[config.mk]
export PLATFORM = sky130hd
export DESIGN_NAME = ecal_trim
export DESIGN_NICKNAME = d
export VERILOG_FILES = /design/src/rtl/ecal_pkg.sv /design/src/rtl/ecal_gain_stage.sv /design/src/rtl/ecal_offset_stage.sv /design/src/rtl/ecal_trim.sv
export SDC_FILE = /design/constraint.sdc
export NUM_CORES = 2
export LEC_CHECK = 0
export BUFFER_PORTS_ARGS = -buffer_cell sky130_fd_sc_hd__buf_2
export CAP_MARGIN = 0
export CORE_MARGIN = 2
export CORE_UTILIZATION = 54
export DETAILED_ROUTE_END_ITERATION = 10
export PLACE_DENSITY = 0.83
export REMOVE_ABC_BUFFERS = 1
export SYNTH_ARGS = -nofsm -noshare
export SYNTH_HDL_FRONTEND = slang
export SYNTH_SLANG_ARGS = --single-unit
[constraint.sdc]
create_clock -name clk -period 14.5 [get_ports clk]
set_input_delay 0.725 -clock clk [delete_from_list [all_inputs] [get_ports clk]]
set_output_delay 0.725 -clock clk [all_outputs]
set_load 0.01 [all_outputs]
[src/rtl/ecal_pkg.sv]
package ecal_pkg;

   typedef enum logic [1:0] {
      QTY_ACT   = 2'd0,
      QTY_REACT = 2'd1,
      QTY_VOLT  = 2'd2,
      QTY_VOLT2 = 2'd3
   } qty_e;

   // fixed-point fraction width of every calibration constant
   localparam int FRAC_W = 16;
   localparam int STEP_W = 8;
   localparam int KOFS_W = 11;

   // gain step per coefficient count, in units of 2^-16
   localparam logic signed [STEP_W-1:0] STEP_PWR  = 8'sd102;
   localparam logic signed [STEP_W-1:0] STEP_VOLT = 8'sd41;

   // offset constants in units of 2^-16
   localparam logic signed [KOFS_W-1:0] KOFS_ACT   = 11'sd272;
   localparam logic signed [KOFS_W-1:0] KOFS_REACT = 11'sd299;

   // coefficient /128 and Q16 constant combined
   localparam int OFS_SHIFT = FRAC_W + 7;

   function automatic logic qty_is_volt(input logic [1:0] q);
      return q[1];
   endfunction

endpackage

[src/rtl/ecal_gain_stage.sv]
module ecal_gain_stage
   import ecal_pkg::*;
#(
   parameter int DATA_W = 24,
   parameter int COEF_W = 8,
   parameter int PHASES = 3,
   parameter int PH_W   = 2,
   localparam int G_W   = DATA_W + 2
) (
   input  logic                         clk,
   input  logic                         rst_n,
   input  logic                         in_valid,
   input  logic [PH_W-1:0]              in_phase,
   input  logic [1:0]                   in_kind,
   input  logic signed [DATA_W-1:0]     in_value,
   input  logic [PHASES*3*COEF_W-1:0]   gain_coef,
   input  logic [PHASES*2*COEF_W-1:0]   offs_coef,
   input  logic [DATA_W-1:0]            fs_act,
   input  logic [DATA_W-1:0]            fs_react,
   output logic                         s1_valid,
   output logic [1:0]                   s1_kind,
   output logic signed [G_W-1:0]        s1_gain,
   output logic signed [COEF_W-1:0]     s1_ocoef,
   output logic [DATA_W-1:0]            s1_fs
);

   localparam int F_W = FRAC_W + 2;
   localparam int P_W = DATA_W + F_W;
   localparam logic signed [F_W-1:0] UNITY = F_W'(1 << FRAC_W);
   localparam logic signed [P_W-1:0] HALF  = P_W'(1 << (FRAC_W - 1));

   logic signed [COEF_W-1:0] gc;
   logic signed [COEF_W-1:0] oc;
   logic signed [STEP_W-1:0] step;
   logic [1:0]               gidx;
   logic [DATA_W-1:0]        fs_sel;
   logic signed [F_W-1:0]    factor;
   logic signed [P_W-1:0]    prod;
   logic signed [P_W-1:0]    shr;

   always_comb begin
      gidx   = qty_is_volt(in_kind) ? 2'd2 : {1'b0, in_kind[0]};
      step   = qty_is_volt(in_kind) ? STEP_VOLT : STEP_PWR;
      fs_sel = in_kind[0] ? fs_react : fs_act;
      gc     = '0;
      oc     = '0;
      for (int p = 0; p < PHASES; p++) begin
         if (in_phase == PH_W'(p)) begin
            gc = gain_coef[(p*3 + int'(gidx))*COEF_W +: COEF_W];
            if (!qty_is_volt(in_kind))
               oc = offs_coef[(p*2 + int'(in_kind[0]))*COEF_W +: COEF_W];
         end
      end
      factor = UNITY + F_W'(gc) * F_W'(step);
      prod   = P_W'(in_value) * P_W'(factor);
      shr    = (prod + HALF) >>> FRAC_W;
   end

   always_ff @(posedge clk or negedge rst_n) begin
      if (!rst_n) begin
         s1_valid <= 1'b0;
         s1_kind  <= '0;
         s1_gain  <= '0;
         s1_ocoef <= '0;
         s1_fs    <= '0;
      end else begin
         s1_valid <= in_valid;
         if (in_valid) begin
            s1_kind  <= in_kind;
            s1_gain  <= G_W'(shr);
            s1_ocoef <= oc;
            s1_fs    <= fs_sel;
         end
      end
   end

endmodule

[src/rtl/ecal_offset_stage.sv]
module ecal_offset_stage
   import ecal_pkg::*;
#(
   parameter int DATA_W = 24,
   parameter int COEF_W = 8,
   parameter int OUT_W  = 24,
   localparam int G_W   = DATA_W + 2
) (
   input  logic                      clk,
   input  logic                      rst_n,
   input  logic                      s1_valid,
   input  logic [1:0]                s1_kind,
   input  logic signed [G_W-1:0]     s1_gain,
   input  logic signed [COEF_W-1:0]  s1_ocoef,
   input  logic [DATA_W-1:0]         s1_fs,
   output logic                      out_valid,
   output logic signed [OUT_W-1:0]   out_value
);

   localparam int T_W  = COEF_W + KOFS_W + DATA_W + 1;
   localparam int TR_W = T_W - OFS_SHIFT;
   localparam int S_W  = G_W + 1;
   localparam logic signed [T_W-1:0] T_HALF = T_W'(1 << (OFS_SHIFT - 1));

   logic signed [KOFS_W-1:0] kc;
   logic signed [T_W-1:0]    term_raw;
   logic signed [T_W-1:0]    term_shr;
   logic signed [TR_W-1:0]   term;
   logic signed [S_W-1:0]    sum;
   logic signed [OUT_W-1:0]  clamped;

   always_comb begin
      kc       = s1_kind[0] ? KOFS_REACT : KOFS_ACT;
      term_raw = T_W'(s1_ocoef) * T_W'(kc) * T_W'($signed({1'b0, s1_fs}));
      term_shr = (term_raw + T_HALF) >>> OFS_SHIFT;
      term     = TR_W'(term_shr);
      if (qty_is_volt(s1_kind))
         sum = S_W'(s1_gain);
      else if (s1_gain[G_W-1])
         sum = S_W'(s1_gain) - S_W'(term);
      else
         sum = S_W'(s1_gain) + S_W'(term);
   end

   generate
      if (OUT_W >= S_W) begin : g_wide
         assign clamped = OUT_W'(sum);
      end else begin : g_clamp
         localparam logic signed [S_W-1:0] HI = S_W'((64'sd1 <<< (OUT_W - 1)) - 64'sd1);
         localparam logic signed [S_W-1:0] LO = S_W'(-(64'sd1 <<< (OUT_W - 1)));
         always_comb begin
            if (sum > HI)
               clamped = OUT_W'(HI);
            else if (sum < LO)
               clamped = OUT_W'(LO);
            else
               clamped = OUT_W'(sum);
         end
      end
   endgenerate

   always_ff @(posedge clk or negedge rst_n) begin
      if (!rst_n) begin
         out_valid <= 1'b0;
         out_value <= '0;
      end else begin
         out_valid <= s1_valid;
         if (s1_valid)
            out_value <= clamped;
      end
   end

endmodule

[src/rtl/ecal_trim.sv]
module ecal_trim
   import ecal_pkg::*;
#(
   parameter int DATA_W = 24,
   parameter int COEF_W = 8,
   parameter int OUT_W  = 24,
   parameter int PHASES = 3,
   parameter int PH_W   = (PHASES > 1) ? $clog2(PHASES) : 1
) (
   input  logic                        clk,
   input  logic                        rst_n,
   input  logic                        in_valid,
   input  logic [PH_W-1:0]             in_phase,
   input  logic [1:0]                  in_kind,
   input  logic signed [DATA_W-1:0]    in_value,
   input  logic [PHASES*3*COEF_W-1:0]  gain_coef,
   input  logic [PHASES*2*COEF_W-1:0]  offs_coef,
   input  logic [DATA_W-1:0]           fs_act,
   input  logic [DATA_W-1:0]           fs_react,
   output logic                        out_valid,
   output logic signed [OUT_W-1:0]     out_value
);

   localparam int G_W = DATA_W + 2;

   generate
      if (COEF_W < 2 || COEF_W > 8) begin : g_bad_coef
         $error("ecal_trim: COEF_W must lie in 2..8");
      end
      if (DATA_W < 8 || DATA_W > 31) begin : g_bad_data
         $error("ecal_trim: DATA_W must lie in 8..31");
      end
      if (OUT_W < DATA_W || OUT_W > 32) begin : g_bad_out
         $error("ecal_trim: OUT_W must lie in DATA_W..32");
      end
      if (PHASES < 1 || (1 << PH_W) < PHASES) begin : g_bad_ph
         $error("ecal_trim: PH_W too narrow for PHASES");
      end
   endgenerate

   logic                     s1_valid;
   logic [1:0]               s1_kind;
   logic signed [G_W-1:0]    s1_gain;
   logic signed [COEF_W-1:0] s1_ocoef;
   logic [DATA_W-1:0]        s1_fs;

   ecal_gain_stage #(
      .DATA_W (DATA_W),
      .COEF_W (COEF_W),
      .PHASES (PHASES),
      .PH_W   (PH_W)
   ) u_gain (
      .clk       (clk),
      .rst_n     (rst_n),
      .in_valid  (in_valid),
      .in_phase  (in_phase),
      .in_kind   (in_kind),
      .in_value  (in_value),
      .gain_coef (gain_coef),
      .offs_coef (offs_coef),
      .fs_act    (fs_act),
      .fs_react  (fs_react),
      .s1_valid  (s1_valid),
      .s1_kind   (s1_kind),
      .s1_gain   (s1_gain),
      .s1_ocoef  (s1_ocoef),
      .s1_fs     (s1_fs)
   );

   ecal_offset_stage #(
      .DATA_W (DATA_W),
      .COEF_W (COEF_W),
      .OUT_W  (OUT_W)
   ) u_ofs (
      .clk       (clk),
      .rst_n     (rst_n),
      .s1_valid  (s1_valid),
      .s1_kind   (s1_kind),
      .s1_gain   (s1_gain),
      .s1_ocoef  (s1_ocoef),
      .s1_fs     (s1_fs),
      .out_valid (out_valid),
      .out_value (out_value)
   );

endmodule

======== After elaboration in Yosys (flattened, before gate mapping) ========
Cells that the tools add are included.
operators by class
  add/subtract/negate cells ............... 9
  multipliers ............................. 4
  $lt $le $gt $ge ......................... 2
  equal/unequal tests ..................... 2
  shifts and indexed selects .............. 6
  muxes and demuxes ....................... 17
  reduce and logical (&&, ||, !) cells .... 1
operators with widths
  kind                                                              number
  variable part select 72 x 32 -> 8 bit                             2
  variable part select 48 x 32 -> 8 bit                             2
  two-way mux 24 bit                                                3
  two-way mux 8 bit                                                 9
  variable part select 72 x 6 -> 8 bit                              1
  two-way mux 27 bit                                                2
  variable part select 48 x 5 -> 8 bit                              1
  adder 44 x 24 -> 44 bit (second input constant)                   1
  multiplier 44 x 25 -> 44 bit                                      1
  adder 42 x 17 -> 42 bit (second input constant)                   1
  multiplier 24 x 18 -> 42 bit                                      1
  adder 26 x 21 -> 27 bit                                           1
  greater-than comparator 27 x 24 -> 1 bit (second input constant)  1
  less-than comparator 27 x 24 -> 1 bit (second input constant)     1
  subtractor 26 x 21 -> 27 bit                                      1
  adder 18 x 16 -> 18 bit (first input constant)                    1
  multiplier 8 x 10 -> 18 bit                                       1
  multiplier 8 x 8 -> 16 bit                                        1
  two-way mux 7 bit                                                 1
  two-way mux 6 bit                                                 1
  adder 3 x 1 -> 4 bit (first input constant)                       1
  adder 3 x 2 -> 4 bit (first input constant)                       1
  adder 2 x 1 -> 3 bit (first input constant)                       1
  adder 2 x 2 -> 3 bit (first input constant)                       1
  4 further kinds                                                   4
word-level totals
  flip-flop bits (word level) ............. 86
  output and inout port bits .............. 25
  word-level logic and storage cells ...... 48

======== Longest topological paths before layout ========
  depth in word-level cells ............... 10
  mapped depth ............................ 65
  gate-level depth less buffers ........... 61

======== Modules after synthesis ========
A second synthesis with hierarchy kept.
second synthesis, totals
  cells, all modules ...................... 4624
  area, all modules ....................... 40258.6 sq um
modules (own cells, without submodules)
  module             instances  cells an instance  area an instance (sq um)
  ecal_gain_stage    1          2283               20827.5
  ecal_offset_stage  1          2341               19431.1

======== Worst setup path before layout ========
OpenSTA, ideal clock, no wires.
  kind .................................... register to register
  from .................................... register u_gain.s1_kind[0]
  to ...................................... register u_ofs.out_value[22]
  setup time .............................. 0.083 ns
  arrival ................................. 13.847 ns
  data required time ...................... 14.417 ns
  setup slack ............................. 0.570 ns
  stages on the path, launching flop included .. 63
  path buffers ............................ 4
  clock period less this slack ............ 13.930 ns
  path through ............................ dfrtp_1 > clkbuf_1 > clkbuf_1 > o21bai_1 > ha_1 > inv_1 > fa_1 > inv_1 > fa_1 > inv_1 > fa_1 > inv_1 > ha_1 > inv_1 > o21ai_0 > a21oi_1 > o21ai_0 > a21oi_1 > (+27 left out) > and2_1 > a21oi_1 > xor2_1 > ha_1 > a21o_1 > a21o_1 > a21oi_1 > o21ai_0 > a221o_1 > a31oi_1 > o21bai_1 > a21oi_1 > nor2_1 > o311ai_0 > nand3_2 > buf_6 > o311a_1 > o22ai_2
on the way
  longest elaborated chain between the ends .. 10
  elaborated cells on any way between the ends .. 12
ends and longest elaborated chain
  element                                                                         RTL line                                          RTL
  from (decl)                                                                     ecal_gain_stage.sv:21                             output logic [1:0] s1_kind,
  from (signal assigned)                                                          ecal_gain_stage.sv:69                             s1_kind <= in_kind;
  two-way mux 6 bit *                                                             ecal_offset_stage.sv:33                           kc = s1_kind[0] ? KOFS_REACT : KOFS_ACT;
  multiplier 8 x 10 -> 18 bit *                                                   ecal_offset_stage.sv:34                           term_raw = T_W'(s1_ocoef) * T_W'(kc) * T_W'($signed({1'b0, s1_fs}));
  multiplier 44 x 25 -> 44 bit *                                                  ecal_offset_stage.sv:34
  adder 44 x 24 -> 44 bit *                                                       ecal_offset_stage.sv:35                           term_shr = (term_raw + T_HALF) >>> OFS_SHIFT;
  adder 26 x 21 -> 27 bit / subtractor 26 x 21 -> 27 bit (equally long branches)  ecal_offset_stage.sv:42, ecal_offset_stage.sv:40
  two-way mux 27 bit *                                                            ecal_offset_stage.sv:39                           else if (s1_gain[G_W-1])
  two-way mux 27 bit *                                                            ecal_offset_stage.sv:37                           if (qty_is_volt(s1_kind))
  less-than comparator 27 x 24 -> 1 bit                                           ecal_offset_stage.sv:54                           else if (sum < LO)
  two-way mux 24 bit                                                              ecal_offset_stage.sv:54
  two-way mux 24 bit *                                                            ecal_offset_stage.sv:52                           if (sum > HI)
  to (signal assigned)                                                            ecal_offset_stage.sv:69                           out_value <= clamped;
  to (decl)                                                                       ecal_offset_stage.sv:17                           output logic signed [OUT_W-1:0] out_value
Every way passes the cells marked *; elsewhere a longest branch is shown, timed or not.
A chain may end at the register's enable or synchronous reset.

======== Worst setup path after layout ========
  from .................................... register u_gain.s1_kind[0]
  to ...................................... register u_ofs.out_value[0]
The elaborated chain is that of the path after synthesis.

==> flow_metrics.tcl <==
set metrics [dict create \
    fin_ws_ns 0.5159 \
    clockRootBuffer "clkbuf_16" \
    num-fill-cells 5993 \
    initial_core_util_pct 54.57 \
    synth_commonest_cells "inv_1 (1046), fa_1 (835), nand2_1 (639)" \
    ys_types 83 \
    gp_congestion 0.9269 \
    drt-vias-per-instance 5.540 \
    synth_cells 4423 \
    synth.area.top_cells "fa_1 (43%), ha_1 (11%), inv_1 (10%)" \
    arrival_ns 14.29 \
    hold_viol_final 0 \
    syn_avg_cell_area_um2 8.820 \
    yosys.area.top_type_share_pct 42.85 \
    drt_iter0_drc 2216 \
    clock_latency_ns 0.39 \
    die_x_um 272.8 \
    multi_input_area_um2 32650 \
    async_flop_share_pct 100.0 \
    syn_to_final_growth_pct 7.922 \
    fin_crit_ns 13.98 \
    start_kind "register" \
    synth_top_flop_cell "dfrtp_1" \
    worst_path_max_delay_cell "fa_1" \
    wl_um 98890 \
    cts_htree_levels 3 \
    antenna_left 0 \
    drive_above_1_share_pct 10.79 \
    grt_overflow 0 \
    worstSetupPathType "register to register" \
    die_h_um 272.8 \
    yosys_register_bits 86 \
    grt_pass1_wl_um 163000 \
    clk_pin_slew_ns 0.08 \
    numClockSinks 86 \
    worstPathRequired_ns 14.81 \
    synth_top_area_cell "fa_1" \
    synth_area_um2 39010 \
    max_cap_violations 0 \
    nets 5933 \
    cpPeakStageDelay_ns 0.57 \
    clk_path_buf_depth 2 \
    end_kind "register" \
    ioPinCount 224 \
    via_count 30520 \
    routedWlPerCell_um 17.95 \
    place_inst 5470 \
    grt.total_usage_pct 27.40 \
    io_buffers 223 \
    drc_errors 0 \
    yosysSeqAreaShare_pct 5.517 \
    status "finished clean" \
    std_cell_rows 98 \
    dp_hpwl_um 79290 \
    cts_made_buffers 9 \
    synth.most_common_cell "inv_1" \
    relSlewSlack_pct 24.03 \
    finalMaxSlewViolations 0 \
    dieArea_um2 74410 \
    synth_edf_count 0 \
    fmax_mhz 71.51 \
    worstMarginPinSlew_ns 1.125 \
    first_pass_iters 6 \
    antenna_found_initial 2 \
    first_global_vias 32900 \
    ys_warn_count 0 \
    cpMostUsedCell "fa_1" \
    setup_viol 0 \
    grt_max_degree 73 \
    place_ws_ns -0.4470 \
    finalNonFillerCells 5509 \
    core_um2 71490 \
    holdBufCountCts 0 \
    finalCritPeriodShare_pct 96.44 \
    crit_fanout 18 \
    clock_skew_ns 0.01282 \
    hold_class "input pin to asynchronous set/reset pin" \
    regArea_um2 2152 \
    cts_tree "yes" \
]
## stage by stage
step                      setup TNS [ns]  util (%)  hold slack [ns]  instance area (µm²)
after floorplan                        0         -           0.4294                38250
after global placement           -0.8846     57.61           0.5355                41180
after detailed placement          -8.893     57.61           0.5367                41180
after CTS                              0     58.14           0.1864                41560
after global routing              -1.221     58.89           0.1990                42100
final                                  0     58.89           0.1919                42100
## critical path, delay by kind of cell (launching register included)
family / cells / cell delay, ns
simple gates: 9 / 1.95
compound gates: 20 / 3.78
buf+inv: 9 / 0.99
flops: 1 / 0.41
xor+xnor: 4 / 0.94
fa+ha+maj: 13 / 5.78
## worst paths after layout
check	to	cells after the start	startpoint	slack, ns
worst max-delay path	u_ofs.out_value[0]	55	u_gain.s1_kind[0]	0.52
worst min-delay path	u_gain.s1_gain[21]	1	rst_n	0.19
worst max register to register	u_ofs.out_value[0]	55	u_gain.s1_kind[0]	0.52
worst min register to register	u_ofs.out_value[16]	2	u_ofs.out_value[16]	0.55
max in group asynchronous	u_gain.s1_fs[4]	2	rst_n	13.01
min in group clk	u_ofs.out_value[16]	2	u_ofs.out_value[16]	0.55
## cell families after synthesis
kind of cell               Yosys count  share of synthesized area [%]
xor gates and xnor gates           113                          2.537
DFF                                 86                          5.517
buffers and inverters             1258                          12.19
adders and majority gates         1181                          53.95
AOI/OAI and AO/OA                  431                          7.499
other                                2                        0.01925
muxes                              105                          3.227
and+or+nand+nor                   1247                          15.06
## sequential cells by signal (all words and copies together), names as in the netlist
signal	cells
u_gain.s1_gain	26
u_gain.s1_fs	24
u_ofs.out_valid	1
u_gain.s1_valid	1
u_ofs.out_value	24
u_gain.s1_kind	2
u_gain.s1_ocoef	8
## area by class of cell
cell class	count	area share (%)
multi-input cells	3097	77.55
inverters	1049	9.358
flip-flops and latches	86	5.112
repair buffers	310	4.464
well taps	950	2.823
clock buffers	10	0.5676
clock inverters	6	0.1218
diodes	1	0.005944
## layout by cell type (no fill, tap or decap), types with 16 or more instances in the layout
master	n
o211ai_1	16
xor2_1	23
nand2b_1	97
ha_1	342
xnor2_1	72
a21oi_1	115
mux2i_1	56
mux2_2	36
and3_1	18
buf_4	79
dfrtp_1	86
inv_1	1045
nor2b_1	52
and2_1	204
nor3_1	17
nor2_1	143
nand3_1	18
fa_1	835
nand2_1	639
o22ai_2	20
buf_2	220
conb_1	17
a21o_1	47
o21ai_0	62
## routing by layer
layer  part of all wire [%]  track usage (%)
met5                      0                0
met4                    4.7            11.18
met3                    7.8            4.543
met2                     48            46.79
met1                     39            34.68
## timing repair
action	CTS	global route
pin swaps	4	23
cloned	1	4
endpoints found under the setup margin	23	24
resized for setup	12	84
setup buffers	4	13
Power is not shown: default switching activity piles up to over one toggle a cycle in this logic, so the estimate is an artifact.
